--- config.mk ---
export PLATFORM = sky130hd
export DESIGN_NAME = save_rewriter
export DESIGN_NICKNAME = d
export VERILOG_FILES = /design/src/rtl/save_rw_pkg.sv /design/src/rtl/save_record.sv /design/src/rtl/save_trim.sv /design/src/rtl/save_rewriter.sv
export SDC_FILE = /design/constraint.sdc
export NUM_CORES = 1
export LEC_CHECK = 0
export BUFFER_PORTS_ARGS = -buffer_cell sky130_fd_sc_hd__buf_2
export CAP_MARGIN = 20
export CORE_MARGIN = 2
export CORE_UTILIZATION = 50
export DETAILED_ROUTE_END_ITERATION = 10
export PLACE_DENSITY_LB_ADDON = 0.05
export SYNTH_ARGS = -nofsm -noshare
export SYNTH_HDL_FRONTEND = slang
export SYNTH_HIERARCHICAL = 1
export SYNTH_SLANG_ARGS = --single-unit
--- constraint.sdc ---
create_clock -name clk_i -period 3.27 [get_ports clk_i]
set_input_delay 0.1635 -clock clk_i [delete_from_list [all_inputs] [get_ports clk_i]]
set_output_delay 0.1635 -clock clk_i [all_outputs]
set_load 0.02 [all_outputs]
--- src/rtl/save_rw_pkg.sv ---
package save_rw_pkg;
  typedef enum logic [1:0] {
    TRIM_NONE  = 2'd0,
    TRIM_PART  = 2'd1,
    TRIM_EMPTY = 2'd2
  } trim_kind_e;
endpackage

--- src/rtl/save_record.sv ---
module save_record #(
  parameter int ID_W  = 4,
  parameter int LEN_W = 12
) (
  input  logic             clk_i,
  input  logic             rst_ni,
  input  logic             wr_i,
  input  logic [ID_W-1:0]  wr_id_i,
  input  logic [LEN_W-1:0] wr_len_i,
  input  logic             clr_i,
  output logic             vld_o,
  output logic [ID_W-1:0]  id_o,
  output logic [LEN_W-1:0] len_o
);
  logic             vld_q;
  logic [ID_W-1:0]  id_q;
  logic [LEN_W-1:0] len_q;
  logic             same_id;

  assign same_id = vld_q && (id_q == wr_id_i);

  always_ff @(posedge clk_i or negedge rst_ni) begin
    if (!rst_ni) begin
      vld_q <= 1'b0;
      id_q  <= '0;
      len_q <= '0;
    end else if (wr_i) begin
      vld_q <= 1'b1;
      id_q  <= wr_id_i;
      // further preemption inside the same save group extends coverage
      len_q <= same_id ? len_q + wr_len_i : wr_len_i;
    end else if (clr_i) begin
      vld_q <= 1'b0;
    end
  end

  assign vld_o = vld_q;
  assign id_o  = id_q;
  assign len_o = len_q;

  AST_CLR_DROPS: assert property (@(posedge clk_i) disable iff (!rst_ni)
    (clr_i && !wr_i) |=> !vld_q);
  AST_WR_SETS: assert property (@(posedge clk_i) disable iff (!rst_ni)
    wr_i |=> (vld_q && id_q == $past(wr_id_i)));
endmodule

--- src/rtl/save_trim.sv ---
module save_trim
  import save_rw_pkg::*;
#(
  parameter int ADDR_W = 32,
  parameter int LEN_W  = 12
) (
  input  logic              hit_i,
  input  logic [LEN_W-1:0]  rec_len_i,
  input  logic [ADDR_W-1:0] addr_i,
  input  logic [LEN_W-1:0]  len_i,
  output logic [ADDR_W-1:0] addr_o,
  output logic [LEN_W-1:0]  len_o,
  output trim_kind_e        kind_o
);
  logic covers_all;

  assign covers_all = (rec_len_i >= len_i);

  always_comb begin
    addr_o = addr_i;
    len_o  = len_i;
    kind_o = TRIM_NONE;
    if (hit_i) begin
      addr_o = addr_i + ADDR_W'(rec_len_i);
      if (covers_all) begin
        len_o  = '0;
        kind_o = TRIM_EMPTY;
      end else begin
        len_o  = len_i - rec_len_i;
        kind_o = TRIM_PART;
      end
    end
  end

  always_comb begin
    AST_LEN_SHRINKS: assert (len_o <= len_i);
  end
endmodule

--- src/rtl/save_rewriter.sv ---
module save_rewriter
  import save_rw_pkg::*;
#(
  parameter int NUM_LVL = 3,
  parameter int ID_W    = 4,
  parameter int ADDR_W  = 32,
  parameter int LEN_W   = 12,
  localparam int LVL_W  = (NUM_LVL > 1) ? $clog2(NUM_LVL) : 1
) (
  input  logic              clk_i,
  input  logic              rst_ni,
  input  logic              in_valid_i,
  output logic              in_ready_o,
  input  logic              in_virt_i,
  input  logic [LVL_W-1:0]  in_lvl_i,
  input  logic [ID_W-1:0]   in_id_i,
  input  logic [ADDR_W-1:0] in_addr_i,
  input  logic [LEN_W-1:0]  in_len_i,
  output logic              out_valid_o,
  input  logic              out_ready_i,
  output logic              out_virt_o,
  output logic [ID_W-1:0]   out_id_o,
  output logic [ADDR_W-1:0] out_addr_o,
  output logic [LEN_W-1:0]  out_len_o
);
  logic                 fire;
  logic                 lvl_ok;
  logic [NUM_LVL-1:0]   rec_vld;
  logic [ID_W-1:0]      rec_id  [NUM_LVL];
  logic [LEN_W-1:0]     rec_len [NUM_LVL];
  logic                 sel_vld;
  logic [ID_W-1:0]      sel_id;
  logic [LEN_W-1:0]     sel_len;
  logic                 hit;
  logic [ADDR_W-1:0]    trim_addr;
  logic [LEN_W-1:0]     trim_len;
  trim_kind_e           trim_kind;

  assign in_ready_o = !out_valid_o || out_ready_i;
  assign fire       = in_valid_i && in_ready_o;
  assign lvl_ok     = (32'(in_lvl_i) < NUM_LVL) && (in_lvl_i != '0);

  // level 0 cannot be preempted and owns no record
  assign rec_vld[0] = 1'b0;
  assign rec_id[0]  = '0;
  assign rec_len[0] = '0;

  for (genvar g = 1; g < NUM_LVL; g++) begin : g_rec
    logic here;
    assign here = fire && lvl_ok && (32'(in_lvl_i) == g);
    save_record #(.ID_W(ID_W), .LEN_W(LEN_W)) i_rec (
      .clk_i    (clk_i),
      .rst_ni   (rst_ni),
      .wr_i     (here && in_virt_i),
      .wr_id_i  (in_id_i),
      .wr_len_i (in_len_i),
      .clr_i    (here && !in_virt_i && hit),
      .vld_o    (rec_vld[g]),
      .id_o     (rec_id[g]),
      .len_o    (rec_len[g])
    );
  end

  always_comb begin
    sel_vld = 1'b0;
    sel_id  = '0;
    sel_len = '0;
    for (int i = 1; i < NUM_LVL; i++) begin
      if (32'(in_lvl_i) == i) begin
        sel_vld = rec_vld[i];
        sel_id  = rec_id[i];
        sel_len = rec_len[i];
      end
    end
  end

  assign hit = !in_virt_i && lvl_ok && sel_vld && (sel_id == in_id_i);

  save_trim #(.ADDR_W(ADDR_W), .LEN_W(LEN_W)) i_trim (
    .hit_i     (hit),
    .rec_len_i (sel_len),
    .addr_i    (in_addr_i),
    .len_i     (in_len_i),
    .addr_o    (trim_addr),
    .len_o     (trim_len),
    .kind_o    (trim_kind)
  );

  always_ff @(posedge clk_i or negedge rst_ni) begin
    if (!rst_ni) begin
      out_valid_o <= 1'b0;
      out_virt_o  <= 1'b0;
      out_id_o    <= '0;
      out_addr_o  <= '0;
      out_len_o   <= '0;
    end else if (in_ready_o) begin
      out_valid_o <= in_valid_i;
      if (in_valid_i) begin
        out_virt_o <= in_virt_i;
        out_id_o   <= in_id_i;
        out_addr_o <= trim_addr;
        out_len_o  <= trim_len;
      end
    end
  end

  AST_ONE_CYCLE: assert property (@(posedge clk_i) disable iff (!rst_ni)
    fire |=> out_valid_o);
  AST_HOLD_ON_STALL: assert property (@(posedge clk_i) disable iff (!rst_ni)
    (out_valid_o && !out_ready_i) |=> (out_valid_o && $stable(out_addr_o)
      && $stable(out_len_o) && $stable(out_id_o) && $stable(out_virt_o)));
  AST_EMPTY_READY: assert property (@(posedge clk_i) disable iff (!rst_ni)
    !out_valid_o |-> in_ready_o);
  AST_VIRT_PASS: assert property (@(posedge clk_i) disable iff (!rst_ni)
    (fire && in_virt_i) |=> (out_addr_o == $past(in_addr_i) && out_len_o == $past(in_len_i)));
  AST_LVL0_PASS: assert property (@(posedge clk_i) disable iff (!rst_ni)
    (fire && in_lvl_i == '0) |=> (out_addr_o == $past(in_addr_i) && out_len_o == $past(in_len_i)));
  AST_EMPTY_ZERO: assert property (@(posedge clk_i) disable iff (!rst_ni)
    (fire && trim_kind == TRIM_EMPTY) |=> (out_len_o == '0));
endmodule

==> impl_results.rst, run 1 <==
.. list-table::
   :header-rows: 1

   * - Metric
     - Value
   * - Setup repair after global routing missed its margin
     - false
   * - R2R cell count
     - 11
   * - Type of element launching the critical path
     - input pin
   * - Number of nets in the synthesized netlist
     - 875
   * - Synth Cell Area
     - 6889 um^2
   * - Number of filler cells placed in the layout
     - 1167
   * - Total number of yosys warnings
     - 6
   * - HPWL after detailed placement
     - 13.70 mm
   * - CTS tree
     - done
   * - Total negative slack
     - 0 ns
   * - Status
     - complete, no violations
   * - Avg Inst Size Synth
     - 8.970 um^2
   * - Starting density of the core
     - 51.61%
   * - Power density of the placed cells
     - 529.1 nW/um^2
   * - DR WL/cell
     - 16.63 um
   * - Wire length of the first global-routing pass
     - 29.73 mm
   * - Mapped Cells
     - 768
   * - Largest net degree at the start of global routing
     - 76
   * - Diodes inserted
     - 0
   * - Final number of setup-violating endpoints
     - 0
   * - Fmax
     - 325.4 MHz
   * - Total number of placement rows
     - 42
   * - Dpl cells
     - 1073
   * - Final estimated routing congestion in global placement
     - 0.9364
   * - Crit path max fanout
     - 12
   * - Post-route DRC violation count
     - 0
   * - Data required time of the worst path
     - 3.49 ns
   * - Inserted Clock Buffers
     - 9
   * - Post-layout minimum cycle time
     - 3.073 ns
   * - Number of buffers added on ports
     - 105
   * - Via density
     - 5.740
   * - Clk sinks
     - 84
   * - Crit path kind
     - input pin to flop
   * - Remaining antenna violation count after routing
     - 0
   * - Final Total Pwr
     - 4.365 mW
   * - Vias in the first global route
     - 6087
   * - Layout Skew
     - 0.006594 ns
   * - Top-Level Pins
     - 106
   * - Max clock buf depth
     - 2
   * - Non-Filler Instances
     - 1089
   * - Wirelength, routed
     - 18.11 mm
   * - Class of the worst hold path
     - input pin to flop
   * - Hold path cells
     - 2
   * - Number of failing hold endpoints at the final stage
     - 0
   * - Number of slew-limit violations in the final report
     - 0
   * - Vertical extent of the die
     - 121.4 um
   * - Post-route core utilization
     - 61.81%
   * - Core footprint
     - 13350 um^2
   * - Number of levels in the clock H-tree
     - 3
   * - Worst IR Drop VDD
     - 301.4 uV
   * - Portion of the clock cycle consumed by the worst path in the final layout
     - 93.99%
   * - Transition time at the pin with the least slew margin
     - 0.7151 ns
   * - Full die area
     - 14730 um^2
   * - Leakage
     - 3.797 nW
   * - Initial DRC Count
     - 332
   * - Antenna violations before repair
     - 0
   * - Slew margin rel.
     - 52.32%
   * - Root buffer cell
     - sky130_fd_sc_hd__clkbuf_16
   * - Area Overhead vs Synth
     - 19.76%
   * - Arrival time at the worst endpoint
     - 3.30 ns
   * - Clock transition time at the flip-flop clock pins of the worst setup and hold paths
     - 0.06 ns
   * - Number of vias after detailed routing
     - 6251
   * - Total of max-cap violations
     - 0
   * - Global-route usage over all layers
     - 25.37%
   * - Nature of the critical path endpoint
     - flop
   * - Grt total ovfl
     - 0
   * - Fraction of layout instances using a drive strength above 1
     - 23.99%
   * - Final nets
     - 1017
   * - Source-to-sink clock delay at the later pin of the worst-skew pair
     - 0.35 ns
   * - Floorplan die width
     - 121.4 um
   * - Total iterations of the first detailed-routing run
     - 5
==> cells in the final DEF (no fill, tap or decap), types with 8 or more instances in the layout <==
cell,count
sky130_fd_sc_hd__buf_2,104
sky130_fd_sc_hd__dfrtp_1,84
sky130_fd_sc_hd__nand2_1,76
sky130_fd_sc_hd__buf_4,52
sky130_fd_sc_hd__inv_1,49
sky130_fd_sc_hd__mux2_1,49
sky130_fd_sc_hd__ha_1,48
sky130_fd_sc_hd__a21oi_1,42
sky130_fd_sc_hd__nor2_1,40
sky130_fd_sc_hd__o21ai_0,36
sky130_fd_sc_hd__nand3_1,33
sky130_fd_sc_hd__xor2_1,28
sky130_fd_sc_hd__xnor2_1,23
sky130_fd_sc_hd__nor3_1,17
sky130_fd_sc_hd__a31oi_1,16
sky130_fd_sc_hd__mux2_2,15
sky130_fd_sc_hd__nor2b_1,13
sky130_fd_sc_hd__and3_1,12
sky130_fd_sc_hd__nand4_1,10
sky130_fd_sc_hd__a21o_1,10
sky130_fd_sc_hd__clkbuf_16,9
sky130_fd_sc_hd__o21ai_1,8
sky130_fd_sc_hd__nand2b_1,8
==> per-layer routing <==
layer  global-route usage, %  wire length, um  vias up
li1                        -                -     3059
met1                   33.18             8361     3053
met2                   44.07             8874      122
met3                   2.867              599       17
met4                   7.543              276        0
met5                       0                0        -
==> critical path, cell delays in order <==
cell,delay [ns]
sky130_fd_sc_hd__buf_2,0.11
sky130_fd_sc_hd__inv_1,0.05
sky130_fd_sc_hd__ha_1,0.31
sky130_fd_sc_hd__buf_4,0.25
sky130_fd_sc_hd__buf_4,0.15
sky130_fd_sc_hd__nand2_1,0.04
sky130_fd_sc_hd__o21ai_0,0.13
sky130_fd_sc_hd__buf_4,0.18
sky130_fd_sc_hd__inv_1,0.04
sky130_fd_sc_hd__ha_1,0.32
sky130_fd_sc_hd__a211oi_1,0.25
sky130_fd_sc_hd__nor2_1,0.12
sky130_fd_sc_hd__o31ai_1,0.31
sky130_fd_sc_hd__a21boi_0,0.19
sky130_fd_sc_hd__nor3_1,0.24
sky130_fd_sc_hd__o32ai_1,0.14
sky130_fd_sc_hd__mux2_1,0.31
==> sequential cells by signal, summed over array words and instances (netlist names) <==
name	count
out_addr_o	32
g_rec.i_rec/len_o	24
out_len_o	12
g_rec.i_rec/id_o	8
out_id_o	4
g_rec.i_rec/vld_o	2
out_valid_o	1
out_virt_o	1
==> area by class of cell <==
| type | instances | area [um^2] | share of cell area [%] |
|---|---|---|---|
| Clock buffer | 10 | 239.0 | 2.897 |
| Multi-Input combinational cell | 607 | 4486 | 54.37 |
| Tap cell | 176 | 220.2 | 2.669 |
| Timing Repair Buffer | 159 | 968.4 | 11.74 |
| Inverter | 49 | 183.9 | 2.229 |
| Clock inverter | 4 | 51.30 | 0.6218 |
| Sequential cell | 84 | 2102 | 25.48 |
==> where the power goes <==
part | total (mW) | leakage [nW] | switching (mW) | internal, mW
Combinational | 1.91 | 2.67 | 1.07 | 0.841
Clock | 1.03 | 0.140 | 0.427 | 0.604
Sequential | 1.42 | 0.992 | 0.171 | 1.25
==> final timing paths <==
path	start	endpoint	slack [ns]
setup / recovery	in_lvl_i[0]	out_len_o[10]	0.20
hold / removal	in_valid_i	out_valid_o	0.04
setup reg to reg	g_rec[1].i_rec/len_o[1]	out_len_o[10]	0.25
hold reg to reg	out_addr_o[4]	out_addr_o[4]	0.48
max in group asynchronous	rst_ni	g_rec[2].i_rec/len_o[11]	2.19
min in group asynchronous	rst_ni	out_addr_o[2]	0.28
==> metrics by stage <==
stage / hold slack (ns) / setup slack, ns / area, um^2
2_1_floorplan: -0.1321 / 0.1725 / 6889
3_3_place_gp: 0.3844 / -0.09879 / 7910
3_5_place_dp: 0.3900 / -0.1957 / 7910
4_1_cts: 0.02767 / 0.08244 / 8200
5_1_grt: 0.04398 / 0.002939 / 8250
6_report: 0.03645 / 0.1965 / 8250
==> repair_timing <==
| action | in CTS | in global routing |
|---|---|---|
| setup buffers | 0 | 0 |
| resized for setup | 0 | 4 |
| hold endpoints to repair | 0 | 25 |
| hold buffers | 0 | 1 |
| endpoints found under the setup margin | 0 | 22 |
No activity file was read; power rests on OpenSTA's default activity.
==> run 2, diff against run 1 <==
Settings changed: GPL_TIMING_DRIVEN set to 0.
==> run 2 against run 1 <==
Effect of this change:
- die area did not move
- sequential cell count did not move
- final cell count fell by 2.1%
- fmax fell by 0.45%
- sequential power barely moved
- via count fell by 2.5%
- first-iteration DRC count rose by 39%
- design area fell by 3.1%
- wire length rose by 1.1%
- global-route usage rose by 0.16 points
==> impl_results.rst, run 2 (same netlist as run 1, synthesis figures left out) <==
.. list-table::
   :header-rows: 1

   * - Metric
     - Value
   * - CTS tree
     - done
   * - Dpl cells
     - 1050
   * - Largest net degree at the start of global routing
     - 46
   * - Hold path cells
     - 2
   * - Final number of setup-violating endpoints
     - 0
   * - Fmax
     - 323.9 MHz
   * - Worst IR Drop VDD
     - 278.3 uV
   * - Number of levels in the clock H-tree
     - 3
   * - Cell internal pwr
     - 2.540 mW
   * - Crit path kind
     - input pin to flop
   * - Power density of the placed cells
     - 528.6 nW/um^2
   * - Number of filler cells placed in the layout
     - 1199
   * - Switching portion of total power
     - 39.89%
   * - Number of buffers added on ports
     - 105
   * - Number of slew-limit violations in the final report
     - 0
   * - Inserted Clock Buffers
     - 9
   * - PnR worst setup slack
     - 0.1825 ns
   * - Flip-flop count of the largest register after layout
     - 32
   * - Max clock buf depth
     - 2
   * - Nature of the critical path endpoint
     - flop
   * - Top-Level Pins
     - 106
   * - Reg2Reg Setup Slack
     - 0.20 ns
   * - Total iterations of the first detailed-routing run
     - 5
   * - Status
     - complete, no violations
   * - Class of the worst hold path
     - input pin to flop
   * - Launch point of the worst reg-to-reg path
     - g_rec[2].i_rec/id_o[2]
   * - Commonest cells after routing, fill and taps aside
     - 112 x sky130_fd_sc_hd__buf_2, 84 x sky130_fd_sc_hd__dfrtp_1, 77 x sky130_fd_sc_hd__nand2_1
   * - R2R cell count
     - 12
   * - Data required time of the worst path
     - 3.51 ns
   * - HPWL after detailed placement
     - 14.24 mm
   * - Leading registers by flop count
     - out_addr_o: 32 flops, g_rec.i_rec/len_o: 24 flops, out_len_o: 12 flops
   * - Area Overhead vs Synth
     - 16.04%
   * - DR WL/cell
     - 17.17 um
   * - Layout Skew
     - 0.006578 ns
   * - Clk sinks
     - 84
   * - Number of failing hold endpoints at the final stage
     - 0
   * - Final nets
     - 992
   * - Total number of placement rows
     - 42
   * - Transition time at the pin with the least slew margin
     - 0.6293 ns
   * - Floorplan die width
     - 121.4 um
   * - Post-route DRC violation count
     - 0
   * - Final estimated routing congestion in global placement
     - 0.9409
   * - Post-route core utilization
     - 59.89%
   * - Vias in the first global route
     - 5965
   * - Place WS
     - -0.7102 ns
   * - Antenna violations before repair
     - 0
   * - Grt total ovfl
     - 0
   * - Number of vias after detailed routing
     - 6096
   * - Remaining antenna violation count after routing
     - 0
   * - Diodes inserted
     - 0
   * - Most frequent standard cell in the layout excluding fill and tap cells
     - sky130_fd_sc_hd__buf_2
   * - Seq pwr share
     - 33.4%
   * - Total net switching power
     - 1.686 mW
   * - Crit path max fanout
     - 10
   * - Starting density of the core
     - 51.61%
   * - Type of element launching the critical path
     - input pin
   * - Total of max-cap violations
     - 0
   * - Worst R2R End
     - out_addr_o[25]
   * - Non-Filler Instances
     - 1066
   * - Part of the total power dissipated in the clock network
     - 23.2%
   * - Clock transition time at the flip-flop clock pins of the worst setup and hold paths
     - 0.07 ns
   * - Arrival time at the worst endpoint
     - 3.32 ns
   * - Worst Hold End
     - out_valid_o
   * - Worst min-delay path startpoint
     - in_valid_i
   * - Core footprint
     - 13350 um^2
   * - Source-to-sink clock delay at the later pin of the worst-skew pair
     - 0.36 ns
   * - Via density
     - 5.719
   * - Root buffer cell
     - sky130_fd_sc_hd__clkbuf_16
   * - Post-layout minimum cycle time
     - 3.087 ns
   * - Leakage
     - 3.623 nW
   * - Setup repair after global routing missed its margin
     - false
   * - Top reg by flops
     - out_addr_o
   * - Initial DRC Count
     - 460
   * - Slew margin rel.
     - 58.05%
   * - Fraction of layout instances using a drive strength above 1
     - 20.79%
   * - Wirelength, routed
     - 18.30 mm
   * - Wire length of the first global-routing pass
     - 29.49 mm
   * - Portion of the clock cycle consumed by the worst path in the final layout
     - 94.42%
   * - Global-route usage over all layers
     - 25.53%
   * - Total negative slack
     - 0 ns
   * - Full die area
     - 14730 um^2
   * - Vertical extent of the die
     - 121.4 um
   * - Fraction of power consumed by combinational cells
     - 43.4%
run 2: cell type report:
| cell class | instances | area, um^2 | area share [%] |
|---|---|---|---|
| multi-input combinational | 607 | 4496 | 56.24 |
| sequential | 84 | 2102 | 26.30 |
| timing repair buffer | 108 | 585.6 | 7.325 |
| clock buffer | 9 | 225.2 | 2.817 |
| tap | 176 | 220.2 | 2.755 |
| inverter | 49 | 183.9 | 2.301 |
| buffer | 26 | 131.4 | 1.643 |
| clock inverter | 7 | 50.05 | 0.6261 |
run 2: how the worst max path moves through the flow:
stage | slack, ns | cells after the start | startpoint | end
floorplan | 0.17 | 14 | in_lvl_i[1] | out_len_o[6]
global placement | -0.69 | 16 | in_lvl_i[1] | out_len_o[9]
detailed placement | -0.71 | 16 | in_lvl_i[1] | out_len_o[9]
CTS | 0.004 | 15 | in_lvl_i[0] | out_addr_o[20]
global route | 0.0004 | 14 | in_lvl_i[0] | out_addr_o[21]
finish | 0.18 | 14 | in_lvl_i[0] | out_addr_o[17]
run 2: through the flow:
stage	hold WS, ns	instance area (um^2)	power, mW
2_1_floorplan	-0.1321	6889	2.735
3_3_place_gp	0.3737	7635	3.173
3_5_place_dp	0.2047	7665	3.232
4_1_cts	0.01338	7970	4.231
5_1_grt	0.03477	7994	4.517
6_report	0.02310	7994	4.225
run 2: metal layers:
layer	vias to the layer above	routed length, um	GRT usage [%]
met4	0	331	7.830
met5	-	0	0
li1	3013	-	-
met1	2914	8176	32.37
met3	25	785	3.853
met2	144	9009	44.70
run 2: power groups by stage:
stage	Combinational, mW	Clock, mW	Sequential (mW)
finish	1.83	0.980	1.41
global route	2.04	1.03	1.44
CTS	1.82	0.999	1.41
detailed placement	1.80	0	1.43
global placement	1.76	0	1.42
floorplan	1.22	0	1.51
run 2: what timing repair did:
item,in CTS,in global routing
hold buffers,1,0
setup buffers,1,0
setup endpoints to repair,32,30
resized for setup,3,8
endpoints found under the hold margin,39,0
pin swaps,1,0
run 2: worst max-delay path: stages:
cell                       delay (ns)
sky130_fd_sc_hd__buf_2           0.09
sky130_fd_sc_hd__inv_1           0.04
sky130_fd_sc_hd__ha_1            0.28
sky130_fd_sc_hd__clkbuf_2        0.26
sky130_fd_sc_hd__o21ai_0         0.44
sky130_fd_sc_hd__ha_1            0.31
sky130_fd_sc_hd__buf_4           0.17
sky130_fd_sc_hd__nand4_1         0.17
sky130_fd_sc_hd__nor2_1          0.06
sky130_fd_sc_hd__a211o_1         0.37
sky130_fd_sc_hd__o31ai_4         0.36
sky130_fd_sc_hd__a21oi_1         0.14
sky130_fd_sc_hd__xor2_1          0.17
sky130_fd_sc_hd__mux2_1          0.29
